## src/rtl/conv_seq_pkg.sv

```systemverilog
package conv_seq_pkg;
  typedef enum logic [2:0] {
    PH_IDLE   = 3'd0,
    PH_CLEAR  = 3'd1,
    PH_SETTLE = 3'd2,
    PH_RAMP   = 3'd3,
    PH_DONE   = 3'd4,
    PH_WAIT   = 3'd5
  } phase_t;
endpackage

```

## src/rtl/cs_cycle_ctr.sv

```systemverilog
module cs_cycle_ctr #(
  parameter int CNT_W    = 16,
  parameter int ADC_BITS = 12
) (
  input  logic clk,
  input  logic rst,
  input  logic clear_i,
  input  logic inc_i,
  output logic tc_o,
  output logic done_o
);
  localparam logic [CNT_W-1:0] FULL = CNT_W'(1) << ADC_BITS;

  logic [CNT_W-1:0] cnt;

  always_ff @(posedge clk) begin
    if (rst || clear_i) cnt <= '0;
    else if (inc_i)     cnt <= cnt + CNT_W'(1);
  end

  // last increment of the window: low field saturated, done bit not yet set
  assign tc_o   = inc_i && !clear_i && (&cnt[ADC_BITS-1:0]) && !cnt[ADC_BITS];
  assign done_o = cnt[ADC_BITS];


  cnt_bound_chk: assert property (@(posedge clk) disable iff (rst)
    cnt <= FULL);

  done_clears_chk: assert property (@(posedge clk) disable iff (rst)
    (done_o && !inc_i) |=> !done_o || $past(inc_i));
endmodule

```

## src/rtl/cs_phase_fsm.sv

```systemverilog
module cs_phase_fsm
  import conv_seq_pkg::*;
#(
  parameter int CLR_LEN = 2,
  parameter int SETTLE  = 3
) (
  input  logic   clk,
  input  logic   rst,
  input  logic   start_i,
  input  logic   xfer_done_i,
  input  logic   tc_i,
  output phase_t phase_o,
  output logic   hold_o,
  output logic   data_clr_o,
  output logic   cnt_clr_o,
  output logic   ramp_o,
  output logic   gck_en_o,
  output logic   inc_o,
  output logic   ctr_clr_o
);
  localparam int MAXW  = (CLR_LEN > SETTLE) ? CLR_LEN : SETTLE;
  localparam int TMR_W = $clog2(MAXW + 1);

  phase_t           phase;
  logic [TMR_W-1:0] tmr;

  always_ff @(posedge clk) begin
    if (rst) begin
      phase      <= PH_IDLE;
      tmr        <= '0;
      hold_o     <= 1'b0;
      data_clr_o <= 1'b0;
      cnt_clr_o  <= 1'b0;
      ramp_o     <= 1'b0;
      gck_en_o   <= 1'b0;
    end else begin
      case (phase)
        PH_IDLE: if (start_i) begin
          phase      <= PH_CLEAR;
          tmr        <= TMR_W'(CLR_LEN - 1);
          hold_o     <= 1'b1;
          data_clr_o <= 1'b1;
          cnt_clr_o  <= 1'b1;
        end
        PH_CLEAR: if (tmr == '0) begin
          phase      <= PH_SETTLE;
          tmr        <= TMR_W'(SETTLE - 1);
          data_clr_o <= 1'b0;
          cnt_clr_o  <= 1'b0;
        end else begin
          tmr <= tmr - TMR_W'(1);
        end
        PH_SETTLE: if (tmr == '0) begin
          phase    <= PH_RAMP;
          ramp_o   <= 1'b1;
          gck_en_o <= 1'b1;
        end else begin
          tmr <= tmr - TMR_W'(1);
        end
        PH_RAMP: if (tc_i) begin
          phase    <= PH_DONE;
          ramp_o   <= 1'b0;
          gck_en_o <= 1'b0;
        end
        PH_DONE: phase <= PH_WAIT;
        PH_WAIT: if (xfer_done_i) begin
          phase  <= PH_IDLE;
          hold_o <= 1'b0;
        end
        default: phase <= PH_IDLE;
      endcase
    end
  end

  assign phase_o   = phase;
  assign inc_o     = (phase == PH_RAMP);
  assign ctr_clr_o = (phase == PH_DONE);


  clr_ramp_excl_chk: assert property (@(posedge clk) disable iff (rst)
    !((data_clr_o || cnt_clr_o) && ramp_o));

  ramp_in_hold_chk: assert property (@(posedge clk) disable iff (rst)
    ramp_o |-> hold_o);

  clr_with_hold_chk: assert property (@(posedge clk) disable iff (rst)
    $rose(data_clr_o) |-> $rose(hold_o));

  clr_from_idle_chk: assert property (@(posedge clk) disable iff (rst)
    $rose(cnt_clr_o) |-> $past(phase) == PH_IDLE);
endmodule

```

## src/rtl/conv_sequencer.sv

```systemverilog
module conv_sequencer
  import conv_seq_pkg::*;
#(
  parameter int CNT_W    = 16,
  parameter int ADC_BITS = 12,
  parameter int CLR_LEN  = 2,
  parameter int SETTLE   = 3
) (
  input  logic clk,
  input  logic rst,
  input  logic start_i,
  input  logic evt_clear_i,
  input  logic xfer_done_i,
  output logic hold_o,
  output logic data_clr_o,
  output logic cnt_clr_o,
  output logic ramp_o,
  output logic gck_en_o,
  output logic done_o
);
  phase_t phase;
  logic   tc, inc, ctr_clr;

  cs_phase_fsm #(.CLR_LEN(CLR_LEN), .SETTLE(SETTLE)) u_fsm (
    .clk         (clk),
    .rst         (rst),
    .start_i     (start_i),
    .xfer_done_i (xfer_done_i),
    .tc_i        (tc),
    .phase_o     (phase),
    .hold_o      (hold_o),
    .data_clr_o  (data_clr_o),
    .cnt_clr_o   (cnt_clr_o),
    .ramp_o      (ramp_o),
    .gck_en_o    (gck_en_o),
    .inc_o       (inc),
    .ctr_clr_o   (ctr_clr)
  );

  cs_cycle_ctr #(.CNT_W(CNT_W), .ADC_BITS(ADC_BITS)) u_ctr (
    .clk     (clk),
    .rst     (rst),
    .clear_i (ctr_clr || evt_clear_i),
    .inc_i   (inc),
    .tc_o    (tc),
    .done_o  (done_o)
  );


  done_pulse_chk: assert property (@(posedge clk) disable iff (rst)
    (done_o && phase == PH_DONE) |=> !done_o);

  done_after_ramp_chk: assert property (@(posedge clk) disable iff (rst)
    $rose(done_o) |-> $fell(ramp_o));

  idle_quiet_chk: assert property (@(posedge clk) disable iff (rst)
    (phase == PH_IDLE) |-> !(ramp_o || data_clr_o || gck_en_o));
endmodule

```

## config.mk

```make
export PLATFORM = sky130hd
export DESIGN_NAME = conv_sequencer
export DESIGN_NICKNAME = d
export VERILOG_FILES = /design/src/rtl/conv_seq_pkg.sv /design/src/rtl/cs_cycle_ctr.sv /design/src/rtl/cs_phase_fsm.sv /design/src/rtl/conv_sequencer.sv
export SDC_FILE = /design/constraint.sdc
export NUM_CORES = 1
export LEC_CHECK = 0
export BUFFER_PORTS_ARGS = -buffer_cell sky130_fd_sc_hd__buf_2
export CORE_AREA = 2 2 48 50
export DETAILED_ROUTE_END_ITERATION = 6
export DIE_AREA = 0 0 50 52
export PLACE_DENSITY = 0.81
export SYNTH_ARGS = -nofsm -noshare
export SYNTH_HDL_FRONTEND = slang
export SYNTH_HIERARCHICAL = 1
export SYNTH_SLANG_ARGS = --single-unit
```

## constraint.sdc

```tcl
create_clock -name clk -period 7.7 [get_ports clk]
set_input_delay 0.77 -clock clk [delete_from_list [all_inputs] [get_ports clk]]
set_output_delay 0.77 -clock clk [all_outputs]
set_load 0.01 [all_outputs]
```

Word-level counts from Yosys, hierarchy flattened
Cells that the tools add are included.
{ "word_totals": {"out_inout_bits": 6, "elab_cells": 56, "register_bits": 24, "inputBits": 5} }
{ "op_classes": {"n_addsub": 2, "muxes": 18, "reduce_logical": 19, "n_eq_ne": 11} }
{ "op_table": {"columns": ["op", "n"], "rows": [
  ["$pmux W3 S6", 1],
  ["$add A16 B1 Y16 const B", 1],
  ["$mux W3", 5],
  ["$reduce_and A12 Y1", 1],
  ["$reduce_and A3 Y1", 4],
  ["$ne A2 B2 Y1 const B", 4],
  ["$eq A3 B2 Y1 const B", 2],
  ["$eq A3 B3 Y1 const B", 2],
  ["$mux W2", 3],
  ["$pmux W1 S2", 3],
  ["$pmux W2 S3", 1],
  ["$reduce_bool A2 Y1", 3],
  ["$mux W1", 5],
  ["$reduce_and A5 Y1", 1],
  ["$ne A2 B1 Y1 const B", 2],
  ["$eq A3 B1 Y1 const B", 1],
  ["$logic_and A1 B1 Y1", 3],
  ["$logic_not A3 Y1", 1],
  ["$reduce_bool A3 Y1", 1],
  ["$logic_not A1 Y1", 2],
  ["$logic_not A2 Y1", 1],
  ["$logic_or A1 B1 Y1", 2],
  ["$sub A2 B1 Y2 const B", 1]
]} }

Longest topological paths before layout
{ "depth": {"word_depth": 8, "mapped_depth": 10, "mapped_depth_nobuf": 7} }

By module
Netlist, hierarchy kept.
{ "modules_own_cells": {"columns": ["module", "seq_area_each_um2", "instances", "cells_per_inst", "area_each_um2"], "rows": [
  ["cs_cycle_ctr", 260.2, 1, 70, 603.1],
  ["cs_phase_fsm", 160.2, 1, 67, 554.3],
  ["conv_sequencer", 0.0, 1, 1, 6.3]
]} }

Least setup slack after synthesis
OpenSTA, ideal clock, no wires.
{ "synth_path": {"path_kind": "reg2reg", "from": "register u_fsm.phase[0] (netlist: u_fsm/phase_o[0])", "to": "register u_fsm.phase[0] (netlist: u_fsm/phase_o[0])", "setup_time_ps": 117, "period_less_slack_ps": 2520, "arrival_ps": 2402, "slack_ps": 5180, "stages_incl_launch_ff": 11, "path_cell_list": "dfxtp_1 -> buf_2 -> buf_2 -> and3b_1 -> buf_4 -> nand4_2 -> or4_4 -> nor3_1 -> nand2_1 -> a32o_1 -> a32o_1"} }
{ "synth_between": {"elab_cells_between_ends": 18, "cone_classes": "eq/ne (10); mux (1); reduce/logical (7)"} }
{ "synth_rtl": {"columns": ["item", "line", "source"], "rows": [
  ["start, declared", "cs_phase_fsm.sv:24", "phase_t phase;"],
  ["start signal, assigned", "cs_phase_fsm.sv:29", "phase <= PH_IDLE;"],
  ["start signal, assigned", "cs_phase_fsm.sv:39", "phase <= PH_CLEAR;"],
  ["start signal, assigned", "cs_phase_fsm.sv:46", "phase <= PH_SETTLE;"],
  ["$eq A3 B2 Y1", "cs_phase_fsm.sv:76", "assign inc_o = (phase == PH_RAMP);"],
  ["named net inc", "conv_sequencer.sv:22", "logic tc, inc, ctr_clr;"],
  ["$logic_and A1 B1 Y1 (3 in series)", "cs_cycle_ctr.sv:22", "assign tc_o = inc_i && !clear_i && (&cnt[ADC_BITS-1:0]) && !cnt[ADC_BITS];"],
  ["named net tc", "conv_sequencer.sv:22", null],
  ["$ne A2 B2 Y1 (no line)", null, null],
  ["$reduce_and A5 Y1 (no line)", null, null]
]} }
The timed path passes the listed nets, and every way through them passes these cells.
A chain may end at the register's enable or synchronous reset.

Worst setup path after layout
Ends and elaborated chain as after synthesis.

==> flow_summary.toml <==
[routing]
post_drt_wl_per_cell_um = 12.6
wl_mm = 2.14
route.detailed.drc = 0
firstDrtPassIters = 4
antenna_left = 0
first_iter_violations = 20
vias = 989
vias_per_cell = 5.82

[finish]
fillCellCount = 199
drive_above_1_share_pct = 14.1
area_growth_pct = 4.52
num_antenna_cells = 0
final_nets = 151

[setup_path]
reg2reg_depth = 7
cpPeakStageDelay_ns = 0.69
crit_required_ns = 7.91
critPathCaptureType = "flop"
endpoint = "u_fsm/phase_o[0]$_SDFFE_PP0P_"
crit_path_frequent_cell = "a32o_1"
critPathMaxFanout = 20
crit_path_cell_trace = "and3b_1 > nand4_2 > or4_4 > nor3_1 > nand2_1 > a32o_1 > a32o_1"
startpoint_type = "flop"
path_depth = 7
r2r_end = "u_fsm/phase_o[0]$_SDFFE_PP0P_"
cp.buffers_inverters = 0
crit_path_start = "u_fsm/phase_o[0]$_SDFFE_PP0P_"
cp_data_arrival_time_ns = 3.14
r2r_start = "u_fsm/phase_o[0]$_SDFFE_PP0P_"
crit_type = "reg -> reg"
crit_family = "simple AND/OR/NAND/NOR gates"
reg2reg_slack_ns = 4.77
cpMaxStageDelayCell = "dfxtp_1"

[synthesis]
ys_top_cells_by_count = "dfxtp_1, a21oi_1, nand2_1, nor2_1"
synth_cell_types = 42
yosysSeqAreaShare_pct = 36.1
postSynthAreaPerCell_um2 = 8.43
yosysMostFrequentCell = "dfxtp_1"
synth_top_area_share_pct = 36.1
synthesis.instances = 138
synth_top_area_cell = "dfxtp_1"
synthTopCellsByArea = "dfxtp_1, a21oi_1, nand2_1, ha_1, mux2i_1"
async_flop_share_pct = 0
synth-seq-cells = 21
syn_area_um2 = 1160
syn_nets = 146
synth_edf_count = 0
yosys_warnings = 6
synth_ff_type = "dfxtp_1"

[sta]
drv_slew = 0
finClkSkew_ns = 0.00535
fin_crit_sh_pct = 38.1
setup-tns-final_ns = 0
rsz0062_at_grt = "false"
period_needed_ns = 2.93
worstMarginPinSlew_ns = 0.549
max_freq_ghz = 0.341
hold_viol = 0
max-slew-margin-rel_pct = 63.3
setup_viol = 0

[clock_network]
post_cts_buffers = 0
htree_levels = 1
clock_latency_ns = 0.30
cts.sinks = 21
tritoncts = "done"
cts-resized-gates = 0
cts_buffer_depth = 2
cts_buffers = 3
clkTransAtPathRegs_ns = 0.11
cts-root-buf = "clkbuf_4"
cts_hold_repair.buffers = 0

[grt]
grt_pass1_wl_mm = 3.91
grt_pass1_vias = 941
antenna_found_initial = 0
grt.total_usage_pct = 19.4
grt_max_degree = 21
overflow = 0

[placement]
place.gp.congestion = 0.821
hpwl_mm = 1.53
port_buffers = 10

[power_and_ir_drop]
p_leak_nw = 0.429
internal-power_mw = 0.199
power_switching_share_pct = 36.3
switchingPower_mw = 0.114
total_power_mw = 0.313
seqPwrFrac_pct = 48.8
cellPowerDensity_nw_per_um2 = 257
pwr-share-clk_pct = 16.6
peakVddDrop_mv = 0.126
power_frac_comb_pct = 34.6

[min_path]
hold_path.class = "reg -> reg"

[die]
die-area_um2 = 2600
die_w_um = 50
boundaryPins = 11
rows = 17
core_region_area_um2 = 2110
die_h_um = 52
initial_core_util_pct = 55.3

[status]
status = "complete, no violations"

[job]
cap_violations = 0
==> worst min-delay path, delay by kind of cell, from the launching register on <==
family	cells	cell delay, ns
DFF	1	0.32
muxes	1	0.06
and+or+nand+nor	1	0.05
==> layout by cell type, fill, tap and decap left out, types with 2 or more instances in the layout <==
master	count
nand4_1	3
xnor2_1	2
or2_2	2
inv_1	4
nand3b_1	3
dfxtp_1	21
o31ai_1	3
a21oi_1	13
buf_2	10
o21ai_0	5
and3b_1	2
a211oi_1	2
nor2_1	8
o21bai_1	4
mux2i_1	3
or2_1	3
xor2_1	2
or3_1	4
nand2_1	13
nor3b_1	3
nand3_1	5
ha_1	3
nor4_1	2
a32o_1	2
clkbuf_4	3
or4_1	3
==> cells by family after synthesis <==
kind of cell	after synthesis	synth area share [%]
buffers and inverters	14	6.45
and+or+nand+nor	59	29.4
AOI/OAI and AO/OA	34	19.2
DFF	21	36.1
xor gates and xnor gates	4	3.01
adders and majority gates	3	3.23
muxes	3	2.58
==> layout make-up <==
type / count / area [um2] / area share [%]
Timing Repair Buffer: 10 / 50.0 / 4.12
Inverter: 4 / 15.0 / 1.23
Tap cell: 28 / 35.0 / 2.88
Clock buffer: 3 / 22.5 / 1.85
Sequential cell: 21 / 420 / 34.6
Multi-Input combinational cell: 103 / 668 / 54.9
Clock inverter: 1 / 5.00 / 0.412
==> per-stage QoR <==
| stage | hold WS (ns) | instances | cell area (um2) | utilization, % | setup WS, ns |
|---|---|---|---|---|---|
| floorplan | 0.435 | 138 | 1160 | - | 5.18 |
| global placement | 0.445 | 166 | 1190 | 56.4 | 4.95 |
| detailed placement | 0.460 | 166 | 1190 | 56.4 | 4.81 |
| CTS | 0.477 | 170 | 1220 | 57.8 | 4.79 |
| global route | 0.515 | 170 | 1220 | 57.8 | 4.51 |
| finish | 0.471 | 170 | 1220 | 57.8 | 4.77 |
==> sequential cells by signal, indices dropped and copies added, names as in the netlist <==
signal / flops
u_ctr/cnt: 13
u_fsm/phase_o: 3
u_fsm/tmr: 2
u_fsm/cnt_clr_o: 1
u_fsm/gck_en_o: 1
u_fsm/hold_o: 1
==> layer usage <==
layer	vias to the layer above	share of wire, %	track usage (%)
li1	505	-	-
met3	4	1.9	3.45
met4	0	0.84	8.33
met2	8	51	34.9
met5	-	0	0
met1	472	46	22.5
==> how the worst min path moves through the flow <==
stage,start,endpoint,depth (start not counted)
6_report,u_ctr/cnt[11]$_SDFFE_PP0P_,u_ctr/cnt[11]$_SDFFE_PP0P_,2
5_1_grt,u_ctr/cnt[11]$_SDFFE_PP0P_,u_ctr/cnt[11]$_SDFFE_PP0P_,2
4_1_cts,u_ctr/cnt[11]$_SDFFE_PP0P_,u_ctr/cnt[11]$_SDFFE_PP0P_,2
3_5_place_dp,u_ctr/cnt[11]$_SDFFE_PP0P_,u_ctr/cnt[11]$_SDFFE_PP0P_,2
3_3_place_gp,u_ctr/cnt[11]$_SDFFE_PP0P_,u_ctr/cnt[11]$_SDFFE_PP0P_,2
2_1_floorplan,u_ctr/cnt[11]$_SDFFE_PP0P_,u_ctr/cnt[11]$_SDFFE_PP0P_,2
==> power groups by stage <==
| stage | Clock, mW | Sequential (mW) | Combinational [mW] |
|---|---|---|---|
| final | 0.0518 | 0.153 | 0.108 |
| after global routing | 0.0593 | 0.158 | 0.120 |
| after CTS | 0.0556 | 0.153 | 0.108 |
| after detailed placement | 0 | 0.156 | 0.108 |
| after global placement | 0 | 0.153 | 0.104 |
| after floorplan | 0 | 0.138 | 0.112 |
No activity file was read; power rests on OpenSTA's default activity.
